### src/rtl/gpio_port_pkg.sv
package gpio_port_pkg;

  localparam logic [7:0] OFS_DOUT   = 8'h00;
  localparam logic [7:0] OFS_DIN    = 8'h04;
  localparam logic [7:0] OFS_DIR    = 8'h08;
  localparam logic [7:0] OFS_OSET   = 8'h10;
  localparam logic [7:0] OFS_OCLR   = 8'h14;
  localparam logic [7:0] OFS_SPARE0 = 8'h18;
  localparam logic [7:0] OFS_SPARE1 = 8'h1C;
  localparam logic [7:0] OFS_IEN    = 8'h20;
  localparam logic [7:0] OFS_ISTAT  = 8'h24;
  localparam logic [7:0] OFS_IMASK  = 8'h2C;
  localparam logic [7:0] OFS_IACK   = 8'h30;
  localparam logic [7:0] OFS_SENSE  = 8'h34;
  localparam logic [7:0] OFS_ANYEDG = 8'h38;
  localparam logic [7:0] OFS_POLAR  = 8'h3C;
  localparam logic [7:0] OFS_SPARE2 = 8'h40;
  localparam logic [7:0] OFS_SPARE3 = 8'h44;

  typedef enum logic [1:0] {
    DET_RISE,
    DET_FALL,
    DET_ANY,
    DET_LEVEL
  } det_kind_e;

  function automatic det_kind_e det_kind(input logic sense, input logic anyedg,
                                         input logic polar);
    if (sense) return DET_LEVEL;
    if (anyedg) return DET_ANY;
    return polar ? DET_FALL : DET_RISE;
  endfunction

  function automatic logic det_hit(input det_kind_e k, input logic polar,
                                   input logic cur, input logic prev);
    case (k)
      DET_RISE:  return cur & ~prev;
      DET_FALL:  return prev & ~cur;
      DET_ANY:   return cur ^ prev;
      default:   return cur ^ polar;
    endcase
  endfunction

endpackage

### src/rtl/gpio_sync2.sv
module gpio_sync2 #(
  parameter int W = 32
) (
  input  logic         clk,
  input  logic         rst,
  input  logic [W-1:0] d,
  output logic [W-1:0] q
);
  logic [W-1:0] meta_q;

  always_ff @(posedge clk) begin
    if (rst) begin
      meta_q <= '0;
      q      <= '0;
    end else begin
      meta_q <= d;
      q      <= meta_q;
    end
  end
endmodule

### src/rtl/gpio_trig_cell.sv
module gpio_trig_cell
  import gpio_port_pkg::*;
(
  input  logic clk,
  input  logic rst,
  input  logic cur,
  input  logic en,
  input  logic sense,
  input  logic anyedg,
  input  logic polar,
  input  logic ack,
  output logic stat
);
  logic      prev_q;
  det_kind_e kind;
  logic      hit;

  always_comb begin
    kind = det_kind(sense, anyedg, polar);
    hit  = en & det_hit(kind, polar, cur, prev_q);
  end

  always_ff @(posedge clk) begin
    if (rst) begin
      prev_q <= 1'b0;
      stat   <= 1'b0;
    end else begin
      prev_q <= cur;
      if (hit)
        stat <= 1'b1;
      else if (ack)
        stat <= 1'b0;
    end
  end


  disabled_quiet_chk: assert property (@(posedge clk) disable iff (rst)
    (!en && !stat) |=> !stat);


  fall_needs_ack_chk: assert property (@(posedge clk) disable iff (rst)
    $fell(stat) |-> $past(ack));


  level_sets_chk: assert property (@(posedge clk) disable iff (rst)
    (en && sense && (cur != polar)) |=> stat);
endmodule

### src/rtl/gpio_csr.sv
module gpio_csr
  import gpio_port_pkg::*;
#(
  parameter int ADDR_W = 8,
  parameter int N_PINS = 32
) (
  input  logic              clk,
  input  logic              rst,
  input  logic              bus_sel,
  input  logic              bus_wr,
  input  logic [ADDR_W-1:0] bus_addr,
  input  logic [N_PINS-1:0] bus_wdata,
  output logic [N_PINS-1:0] bus_rdata,
  input  logic [N_PINS-1:0] pins_sync,
  input  logic [N_PINS-1:0] stat,
  output logic [N_PINS-1:0] dout_q,
  output logic [N_PINS-1:0] dir_q,
  output logic [N_PINS-1:0] ien_q,
  output logic [N_PINS-1:0] imask_q,
  output logic [N_PINS-1:0] sense_q,
  output logic [N_PINS-1:0] anyedg_q,
  output logic [N_PINS-1:0] polar_q,
  output logic [N_PINS-1:0] ack_pulse
);
  localparam int NSPARE = 4;

  logic                   wr_en;
  logic                   rd_en;
  logic [N_PINS-1:0]      spare_q [NSPARE];
  logic [ADDR_W-1:0]      spare_ofs [NSPARE];
  logic [N_PINS-1:0]      rd_mux;

  assign wr_en = bus_sel & bus_wr;
  assign rd_en = bus_sel & ~bus_wr;

  function automatic logic hit_ofs(input logic [ADDR_W-1:0] a, input logic [7:0] o);
    return a == ADDR_W'(o);
  endfunction

  assign ack_pulse = (wr_en && hit_ofs(bus_addr, OFS_IACK)) ? bus_wdata : '0;

  always_comb begin
    spare_ofs[0] = ADDR_W'(OFS_SPARE0);
    spare_ofs[1] = ADDR_W'(OFS_SPARE1);
    spare_ofs[2] = ADDR_W'(OFS_SPARE2);
    spare_ofs[3] = ADDR_W'(OFS_SPARE3);
  end

  always_ff @(posedge clk) begin
    if (rst) begin
      dout_q   <= '0;
      dir_q    <= '0;
      ien_q    <= '0;
      imask_q  <= '0;
      sense_q  <= '0;
      anyedg_q <= '0;
      polar_q  <= '0;
    end else if (wr_en) begin
      if (hit_ofs(bus_addr, OFS_DOUT))   dout_q   <= bus_wdata;
      if (hit_ofs(bus_addr, OFS_OSET))   dout_q   <= dout_q | bus_wdata;
      if (hit_ofs(bus_addr, OFS_OCLR))   dout_q   <= dout_q & ~bus_wdata;
      if (hit_ofs(bus_addr, OFS_DIR))    dir_q    <= bus_wdata;
      if (hit_ofs(bus_addr, OFS_IEN))    ien_q    <= bus_wdata;
      if (hit_ofs(bus_addr, OFS_IMASK))  imask_q  <= bus_wdata;
      if (hit_ofs(bus_addr, OFS_SENSE))  sense_q  <= bus_wdata;
      if (hit_ofs(bus_addr, OFS_ANYEDG)) anyedg_q <= bus_wdata;
      if (hit_ofs(bus_addr, OFS_POLAR))  polar_q  <= bus_wdata;
    end
  end

  for (genvar s = 0; s < NSPARE; s++) begin : g_spare
    always_ff @(posedge clk) begin
      if (rst)
        spare_q[s] <= '0;
      else if (wr_en && bus_addr == spare_ofs[s])
        spare_q[s] <= bus_wdata;
    end
  end

  always_comb begin
    rd_mux = '0;
    if (hit_ofs(bus_addr, OFS_DOUT))   rd_mux = dout_q;
    if (hit_ofs(bus_addr, OFS_DIN))    rd_mux = pins_sync;
    if (hit_ofs(bus_addr, OFS_DIR))    rd_mux = dir_q;
    if (hit_ofs(bus_addr, OFS_IEN))    rd_mux = ien_q;
    if (hit_ofs(bus_addr, OFS_ISTAT))  rd_mux = stat;
    if (hit_ofs(bus_addr, OFS_IMASK))  rd_mux = imask_q;
    if (hit_ofs(bus_addr, OFS_SENSE))  rd_mux = sense_q;
    if (hit_ofs(bus_addr, OFS_ANYEDG)) rd_mux = anyedg_q;
    if (hit_ofs(bus_addr, OFS_POLAR))  rd_mux = polar_q;
    for (int s = 0; s < NSPARE; s++)
      if (bus_addr == spare_ofs[s]) rd_mux = spare_q[s];
  end

  always_ff @(posedge clk) begin
    if (rst)
      bus_rdata <= '0;
    else if (rd_en)
      bus_rdata <= rd_mux;
  end


  oset_applies_chk: assert property (@(posedge clk) disable iff (rst)
    (wr_en && hit_ofs(bus_addr, OFS_OSET)) |=>
      ((dout_q & $past(bus_wdata)) == $past(bus_wdata)));


  oclr_applies_chk: assert property (@(posedge clk) disable iff (rst)
    (wr_en && hit_ofs(bus_addr, OFS_OCLR)) |=> ((dout_q & $past(bus_wdata)) == '0));


  oset_keeps_chk: assert property (@(posedge clk) disable iff (rst)
    (wr_en && hit_ofs(bus_addr, OFS_OSET)) |=>
      ((dout_q & ~$past(bus_wdata)) == ($past(dout_q) & ~$past(bus_wdata))));
endmodule

### src/rtl/gpio_port.sv
module gpio_port
  import gpio_port_pkg::*;
#(
  parameter int ADDR_W = 8,
  parameter int N_PINS = 32
) (
  input  logic              clk,
  input  logic              rst,
  input  logic              bus_sel,
  input  logic              bus_wr,
  input  logic [ADDR_W-1:0] bus_addr,
  input  logic [N_PINS-1:0] bus_wdata,
  output logic [N_PINS-1:0] bus_rdata,
  input  logic [N_PINS-1:0] pin_in,
  output logic [N_PINS-1:0] pin_out,
  output logic [N_PINS-1:0] pin_oe,
  output logic [N_PINS-1:0] irq_raw,
  output logic              irq_out
);
  logic [N_PINS-1:0] pins_sync;
  logic [N_PINS-1:0] stat;
  logic [N_PINS-1:0] dout_q, dir_q, ien_q, imask_q;
  logic [N_PINS-1:0] sense_q, anyedg_q, polar_q, ack_pulse;
  logic              irq_q;

  gpio_sync2 #(.W(N_PINS)) u_sync (
    .clk (clk),
    .rst (rst),
    .d   (pin_in),
    .q   (pins_sync)
  );

  gpio_csr #(.ADDR_W(ADDR_W), .N_PINS(N_PINS)) u_csr (
    .clk       (clk),
    .rst       (rst),
    .bus_sel   (bus_sel),
    .bus_wr    (bus_wr),
    .bus_addr  (bus_addr),
    .bus_wdata (bus_wdata),
    .bus_rdata (bus_rdata),
    .pins_sync (pins_sync),
    .stat      (stat),
    .dout_q    (dout_q),
    .dir_q     (dir_q),
    .ien_q     (ien_q),
    .imask_q   (imask_q),
    .sense_q   (sense_q),
    .anyedg_q  (anyedg_q),
    .polar_q   (polar_q),
    .ack_pulse (ack_pulse)
  );

  for (genvar i = 0; i < N_PINS; i++) begin : g_pin
    gpio_trig_cell u_cell (
      .clk    (clk),
      .rst    (rst),
      .cur    (pins_sync[i]),
      .en     (ien_q[i]),
      .sense  (sense_q[i]),
      .anyedg (anyedg_q[i]),
      .polar  (polar_q[i]),
      .ack    (ack_pulse[i]),
      .stat   (stat[i])
    );
  end

  always_ff @(posedge clk) begin
    if (rst)
      irq_q <= 1'b0;
    else
      irq_q <= |(stat & ~imask_q);
  end

  assign pin_out = dout_q;
  assign pin_oe  = dir_q;
  assign irq_raw = stat;
  assign irq_out = irq_q;


  irq_needs_stat_chk: assert property (@(posedge clk) disable iff (rst)
    $rose(irq_out) |-> $past(|stat));


  irq_all_masked_chk: assert property (@(posedge clk) disable iff (rst)
    (&imask_q) |=> !irq_out);
endmodule

### config.mk
export PLATFORM = sky130hd
export DESIGN_NAME = gpio_port
export DESIGN_NICKNAME = d
export VERILOG_FILES = /design/src/rtl/gpio_port_pkg.sv /design/src/rtl/gpio_sync2.sv /design/src/rtl/gpio_trig_cell.sv /design/src/rtl/gpio_csr.sv /design/src/rtl/gpio_port.sv
export SDC_FILE = /design/constraint.sdc
export NUM_CORES = 1
export LEC_CHECK = 0
export ABC_CLOCK_PERIOD_IN_PS = 7000
export BUFFER_PORTS_ARGS = -buffer_cell sky130_fd_sc_hd__buf_2
export CORE_AREA = 2 2 167 332
export DETAILED_ROUTE_END_ITERATION = 7
export DIE_AREA = 0 0 169 334
export PLACE_DENSITY = 0.65
export SLEW_MARGIN = 20
export SYNTH_ARGS = -nofsm -noshare
export SYNTH_HDL_FRONTEND = slang
export SYNTH_SLANG_ARGS = --single-unit
### constraint.sdc
create_clock -name clk -period 7 [get_ports clk]
set_clock_uncertainty 0.2 [all_clocks]
set_input_delay 0 -clock clk [delete_from_list [all_inputs] [get_ports clk]]
set_output_delay 0 -clock clk [all_outputs]
set_load 0.005 [all_outputs]
==> results of run 1 <==
how the worst min path moves through the flow:
stage	slack, ns	cells past startpoint	end	startpoint
floorplan	-0.07	1	u_sync.meta_q[0]	pin_in[0]
global placement	0.01	2	u_sync.meta_q[18]	pin_in[18]
detailed placement	0.01	2	u_sync.meta_q[3]	pin_in[3]
CTS	0.003	3	u_sync.meta_q[20]	pin_in[20]
global route	0.05	3	u_sync.meta_q[20]	pin_in[20]
finish	0.04	3	u_sync.meta_q[20]	pin_in[20]
logic make-up (layout without fill, tap and decap cells):
| logic type | after synthesis | after routing | share of synthesized area, % |
|---|---|---|---|
| and+or+nand+nor | 1115 | 1115 | 22.2 |
| AOI/OAI and AO/OA | 832 | 832 | 22.0 |
| DFF | 513 | 513 | 48.2 |
| buffers and inverters | 338 | 523 | 6.34 |
| muxes | 26 | 26 | 1.21 |
| xor gates and xnor gates | 2 | 2 | 0.0731 |
| other | 0 | 1 | 0 |
stage by stage:
stage          power, mW  worst slack [ns]  area (µm²)  utilization [%]  instances
2_1_floorplan       3.40              3.11       24000                -       2826
4_1_cts             6.12              3.27       27800             51.3       3686
5_1_grt             6.27              3.17       27800             51.3       3687
3_5_place_dp        3.57              3.41       25100             46.4       3489
6_report            6.13              3.17       27800             51.3       3688
3_3_place_gp        3.56              3.38       25100             46.3       3487
synth_stat cells (4+ instances only):
library cell	count
o32ai_1	24
a311oi_1	8
clkbuf_1	162
edfxtp_1	128
nor2_1	120
o22a_1	9
or3_1	5
a21o_1	16
a22oi_1	35
nand2b_1	68
a221o_1	34
nand3_1	23
mux2_2	24
o32ai_2	4
nor2b_1	105
a21oi_1	352
nor3_2	4
a221oi_1	8
and3_1	4
inv_1	67
nor4_1	12
o211a_1	5
o211ai_1	49
o2111ai_1	15
a2bb2oi_1	24
or4b_1	5
o21ai_0	130
buf_2	59
a211oi_1	12
dfxtp_1	385
and2_1	135
o221ai_1	13
buf_1	8
nand2_1	561
buf_4	33
o21ai_1	8
nor3_1	47
nor2_2	4
o22ai_1	36
buf_6	7
a2111oi_0	6
o31ai_1	9
nor4b_2	4
a31oi_1	15
flip-flops by register name, indices dropped and copies added (netlist names):
signal	cells
u_csr.spare_q	128
g_pin.u_cell.prev_q	32
g_pin.u_cell.stat	32
u_csr.anyedg_q	32
u_csr.bus_rdata	32
u_csr.dir_q	32
u_csr.dout_q	32
u_csr.ien_q	32
u_csr.imask_q	32
u_csr.polar_q	32
u_csr.sense_q	32
u_sync.meta_q	32
u_sync.q	32
irq_out	1
worst reg2reg max path: stages (launching register included):
cell      delay, ns
dfxtp_1        0.43
inv_1          0.10
o22ai_1        0.08
a221oi_1       0.92
and3_1         0.29
a41oi_1        0.25
layout make-up:
class                      count  area, µm²
multi-input combinational   1975      11000
antenna                        1       2.50
clock inverter                21        166
inverter                      69        259
sequential                   513      11600
tap                          676        846
fill                        5137      26400
timing repair buffer         375       2670
clock buffer                  58       1300
report_power, final:
| part | switching, mW | total [mW] | internal (mW) |
|---|---|---|---|
| clock | 1.17 | 2.56 | 1.39 |
| combinational | 0.284 | 0.430 | 0.146 |
| sequential | 0.0376 | 3.14 | 3.10 |
| total | 1.49 | 6.13 | 4.64 |
routing by layer:
layer / vias to the layer above / track usage (%)
li1: 10100 / -
met1: 10800 / 39.2
met2: 1555 / 53.4
met3: 433 / 7.16
met4: 4 / 22.4
met5: - / 0
timing repair:
item,CTS,global route
setup buffers,0,0
hold buffers,118,0
endpoints found under the hold margin,467,0
==> run_results.csv, run 1 <==
group,metric,value,unit
status,status,"completed",
timing,min_period,3.83,ns
route,met3_length,10000,µm
placement,dp.final_hpwl,64000,µm
critical_path,cp.arrival,4.11,ns
route,totalWireLength,95500,µm
clocking,cts_resized,0,
timing,rsz0062_at_grt,"false",
yosys,ys_seq_area_share,48.2,%
global_route,grt_max_degree,204,
final_layout,drive_gt1_share,13.4,%
critical_path,required,7.28,ns
critical_path,r2r_setup_slack,4.50,ns
route,routed_via_density,6.21,
die,coreArea,54200,µm²
critical_path,cp-end-kind,"flip-flop",
die,start_util,44.2,%
die,die_area,56400,µm²
timing,hold_viol,0,
critical_path,cp.buffers_inverters,5,
global_route,grt-ovfl-total,0,
route,route.met2.wl,44100,µm
die,rows,121,
yosys,synth_area_leaders,"dfxtp_1 32%, edfxtp_1 16%, nand2_1 8.8%",
yosys,synthArstFlopShare,0,%
clocking,root_buffer,"clkbuf_16",
route,detailroute.via_count,22900,
clocking,cts_tree,"built",
placement,gp_congestion,1.01,
timing,finalSetupViolations,0,
route,first_pass_iters,7,
timing,holdWs,0.0410,ns
die,ios,205,
route,routedWlPerCell,25.9,µm
critical_path,critPathTopFamily,"buffers and inverters",
clocking,clk_pin_slew_worst_paths,0.07,ns
timing,drv_slew,0,
global_route,grt_pass1_vias,22100,
clocking,cts.sinks,513,
yosys,syn_nets,2902,
critical_path,crit_path_max_fanout,47,
final_layout,area_growth,16.1,%
timing,slew_headroom,21.6,%
yosys,synth-main-ff-cell,"dfxtp_1",
die,die_w,169,µm
clocking,cts_buffers,45,
critical_path,critPathSlowestCell,"or4b_2",
final_layout,layout_commonest_cell,"nand2_1",
die,die_h,334,µm
power_and_ir_drop,p_leak,9.85,nW
critical_path,rr_startpoint,"g_pin[2].u_cell.stat",
yosys,yosysUniqueCellTypes,72,
route,drtAntennaViolNets,0,
critical_path,crit_top_cell,"buf_4",
critical_path,cp.depth,9,
yosys,syn_area,24000,µm²
critical_path,critical_path_class,"in -> reg",
route,wirelength_met1,34100,µm
critical_path,reg2reg_depth,5,
timing,worst_slew_pin_slew,1.18,ns
worst_hold_path,min_path_type,"in -> reg",
yosys,synth-edff-count,128,
route,drc,0,
critical_path,reg2reg_to,"irq_out",
timing,tns,0,ns
power_and_ir_drop,power.density,220,nW/µm²
final_layout,mostFrequentLayoutCells,"558 x nand2_1, 385 x dfxtp_1, 352 x a21oi_1, 202 x buf_2, 135 x and2_1",
critical_path,start_kind,"input port",
timing,max_freq,261,MHz
timing,min_period_over_period,54.8,%
placement,numPortBuffers,204,
yosys,yosys.area.top_type,"dfxtp_1",
clocking,insertion_delay,0.60,ns
route,top_layer,"met5",
critical_path,critPathMaxStageDelay,0.95,ns
route,drt_iter0_drc,2776,
global_route,track_usage,33.0,%
clocking,cts_max_level,2,
job,drv_cap,0,
critical_path,crit_end,"u_csr.dout_q[31]",
critical_path,worstPathCellList,"dlygate4sd3_1 -> buf_4 -> buf_4 -> or4b_2 -> buf_4 -> o2111a_2 -> nand2_1 -> a21oi_1 -> dlygate4sd3_1",
power_and_ir_drop,ir_drop,0.196,mV
global_route,grt_pass1_wl,140000,µm
yosys,synth_warnings,0,
yosys,ys_ff_latch,513,
yosys,syn_area_per_cell,8.48,µm²
yosys,synth_top_cell_area_share,32.2,%
global_route,antenna_found_initial,3,
clocking,clk_path_buf_depth,3,
final_layout,fin_nets,3055,
yosys,netlist_instances,2826,
critical_path,crit_start,"bus_addr[2]",
Note: power is estimated with default switching activity, not from simulation.
==> inputs of run 2 (changes only) <==
--- a/config.mk
+++ b/config.mk
@@ -5,12 +5,12 @@
 export SDC_FILE = /design/constraint.sdc
 export NUM_CORES = 1
 export LEC_CHECK = 0
-export ABC_CLOCK_PERIOD_IN_PS = 7000
+export ABC_CLOCK_PERIOD_IN_PS = 3200
 export BUFFER_PORTS_ARGS = -buffer_cell sky130_fd_sc_hd__buf_2
 export CORE_AREA = 2 2 167 332
 export DETAILED_ROUTE_END_ITERATION = 7
 export DIE_AREA = 0 0 169 334
-export PLACE_DENSITY = 0.65
+export PLACE_DENSITY = 0.68
 export SLEW_MARGIN = 20
 export SYNTH_ARGS = -nofsm -noshare
 export SYNTH_HDL_FRONTEND = slang
==> constraint.sdc (replaced) <==
create_clock -name clk -period 3.2 [get_ports clk]
set_clock_uncertainty 0.2 [all_clocks]
set_input_delay 0 -clock clk [delete_from_list [all_inputs] [get_ports clk]]
set_output_delay 0 -clock clk [all_outputs]
set_load 0.005 [all_outputs]
==> run 2 against run 1 <==
Effect of this change:
- sequential cell count unchanged
- highest routed layer unchanged
- worst hold slack got worse by 0.010 ns
- non-clock buffer count is 24 higher
- die area unchanged
- cell count increased by 0.81%
- critical path depth increased by 1
- largest cell class unchanged
- cell area increased by 0.70%
- critical endpoint is now u_csr.imask_q[6]
- global-route usage grew 0.41 points
- register-to-register slack got worse by 3.5 ns
- first-iteration DRC count is 11% higher
- sequential power increased by 120%
- via count up 0.80%
==> run_results.csv, run 2 (synthesized netlist as in run 1, its figures left out) <==
group,metric,value,unit
timing,tns,0,ns
power_and_ir_drop,power.density,480,nW/µm²
clocking,ctsHoldBuffers,106,
final_layout,drive_gt1_share,14.3,%
timing,min_period,2.97,ns
timing,fin_ws,0.226,ns
critical_path,crit_path_max_fanout,32,
route,routed_via_density,6.21,
critical_path,start_kind,"input port",
global_route,track_usage,33.5,%
timing,hold_viol,0,
final_layout,mostFrequentLayoutCells,"561 x nand2_1, 385 x dfxtp_1, 352 x a21oi_1, 202 x buf_2, 135 x and2_1",
critical_path,rr_startpoint,"g_pin[10].u_cell.stat",
placement,place_ws,0.439,ns
status,status,"completed",
critical_path,critPathMaxStageDelay,0.57,ns
die,rows,121,
global_route,met1_usage,42.4,%
clocking,cts_tree,"built",
global_route,top_usage_layer,"met2",
timing,worst_slew_pin_slew,1.01,ns
final_layout,fin_nets,3080,
global_route,met3_usage,5.43,%
die,die_h,334,µm
clocking,clk_path_buf_depth,3,
final_layout,seqCellArea,11600,µm²
final_layout,layout_commonest_cell,"nand2_1",
route,drt_iter0_drc,3071,
timing,holdWs,0.0308,ns
final_layout,area_growth,17.0,%
global_route,use_met2,53.4,%
critical_path,required,3.51,ns
critical_path,worstPathCellList,"dlygate4sd3_1 -> buf_2 -> or4b_1 -> buf_4 -> nor2_2 -> nand2_1 -> buf_4 -> nand2_1 -> a21oi_1 -> dlygate4sd3_1",
die,die_w,169,µm
clocking,insertion_delay,0.61,ns
die,coreArea,54200,µm²
route,drc,0,
global_route,grt_pass1_wl,142000,µm
critical_path,crit_start,"bus_addr[5]",
placement,numPortBuffers,204,
final_layout,largest_register_ffs,128,
clocking,cts_setup_buffers,0,
timing,rsz0062_at_grt,"false",
power_and_ir_drop,p_leak,9.97,nW
die,start_util,44.2,%
route,drtAntennaViolNets,0,
critical_path,cp-end-kind,"flip-flop",
critical_path,cp.arrival,3.28,ns
clocking,cts_buffers,46,
clocking,cts.sinks,513,
timing,finalSetupViolations,0,
worst_hold_path,min_path_type,"in -> reg",
final_layout,multi_input_area,11000,µm²
route,detailroute.via_count,23100,
job,drv_cap,0,
global_route,grt_max_degree,229,
die,ios,205,
final_layout,postLayoutCoreUtil,51.7,%
clocking,root_buffer,"clkbuf_16",
final_layout,largest_register,"u_csr.spare_q",
clocking,clk_pin_slew_worst_paths,0.07,ns
route,first_pass_iters,6,
timing,slew_headroom,32.7,%
placement,gp_congestion,1.01,
critical_path,critical_path_class,"in -> reg",
clocking,cts_resized,0,
critical_path,critPathSlowestCell,"dlygate4sd3_1",
route,routedWlPerCell,26.0,µm
placement,dp.final_hpwl,66200,µm
final_layout,antenna_cells,0,
clocking,cts_max_level,2,
final_layout,nFillCells,5024,
timing,drv_slew,0,
die,die_area,56400,µm²
global_route,antenna_found_initial,1,
global_route,grt-ovfl-total,0,
route,totalWireLength,96600,µm
timing,max_freq,336,MHz
worst_hold_path,worstHoldStart,"pin_in[25]",
timing,min_period_over_period,92.9,%
power_and_ir_drop,ir_drop,0.431,mV
global_route,grt_pass1_vias,22100,
[run 2: where the power goes]
| group | internal (mW) | total, mW | switching, mW |
|---|---|---|---|
| registers | 6.78 | 6.86 | 0.0836 |
| clock network | 3.04 | 5.64 | 2.60 |
| logic | 0.321 | 0.941 | 0.620 |
[run 2: critical path: cells and delay by family]
kind                   cells  cell delay [ns]
AND/OR/NAND/NOR            4             1.01
buffers and inverters      5             2.17
AO/OA/AOI/OAI              1             0.07
[run 2: path summary, 6_finish.rpt]
| kind | endpoint | slack [ns] | depth (start not counted) |
|---|---|---|---|
| worst max-delay path | u_csr.imask_q[6] | 0.23 | 10 |
| worst min-delay path | u_sync.meta_q[25] | 0.03 | 3 |
| worst max register to register | irq_out | 0.97 | 5 |
| worst min register to register | u_sync.q[31] | 0.23 | 1 |
[run 2: area by class of cell]
type	instances	area share, %
repair buffers	399	10.2
multi-input cells	1975	39.3
clock buffers	63	4.66
inverters	69	0.925
well taps	676	3.02
flip-flops and latches	513	41.2
clock inverters	23	0.692
[run 2: per-stage QoR]
step	instances	cell area, µm²	total power [mW]
3_3_place_gp	3526	25500	7.81
4_1_cts	3718	28000	13.5
5_1_grt	3718	28000	13.8
6_report	3718	28000	13.4
2_1_floorplan	2826	24000	7.44
3_5_place_dp	3526	25500	7.82
[run 2: layer usage]
metal / vias up / share of wire (%)
li1: 10200 / -
met1: 11000 / 37
met2: 1540 / 46
met3: 345 / 9.7
met4: 4 / 6.9
met5: - / 0.028
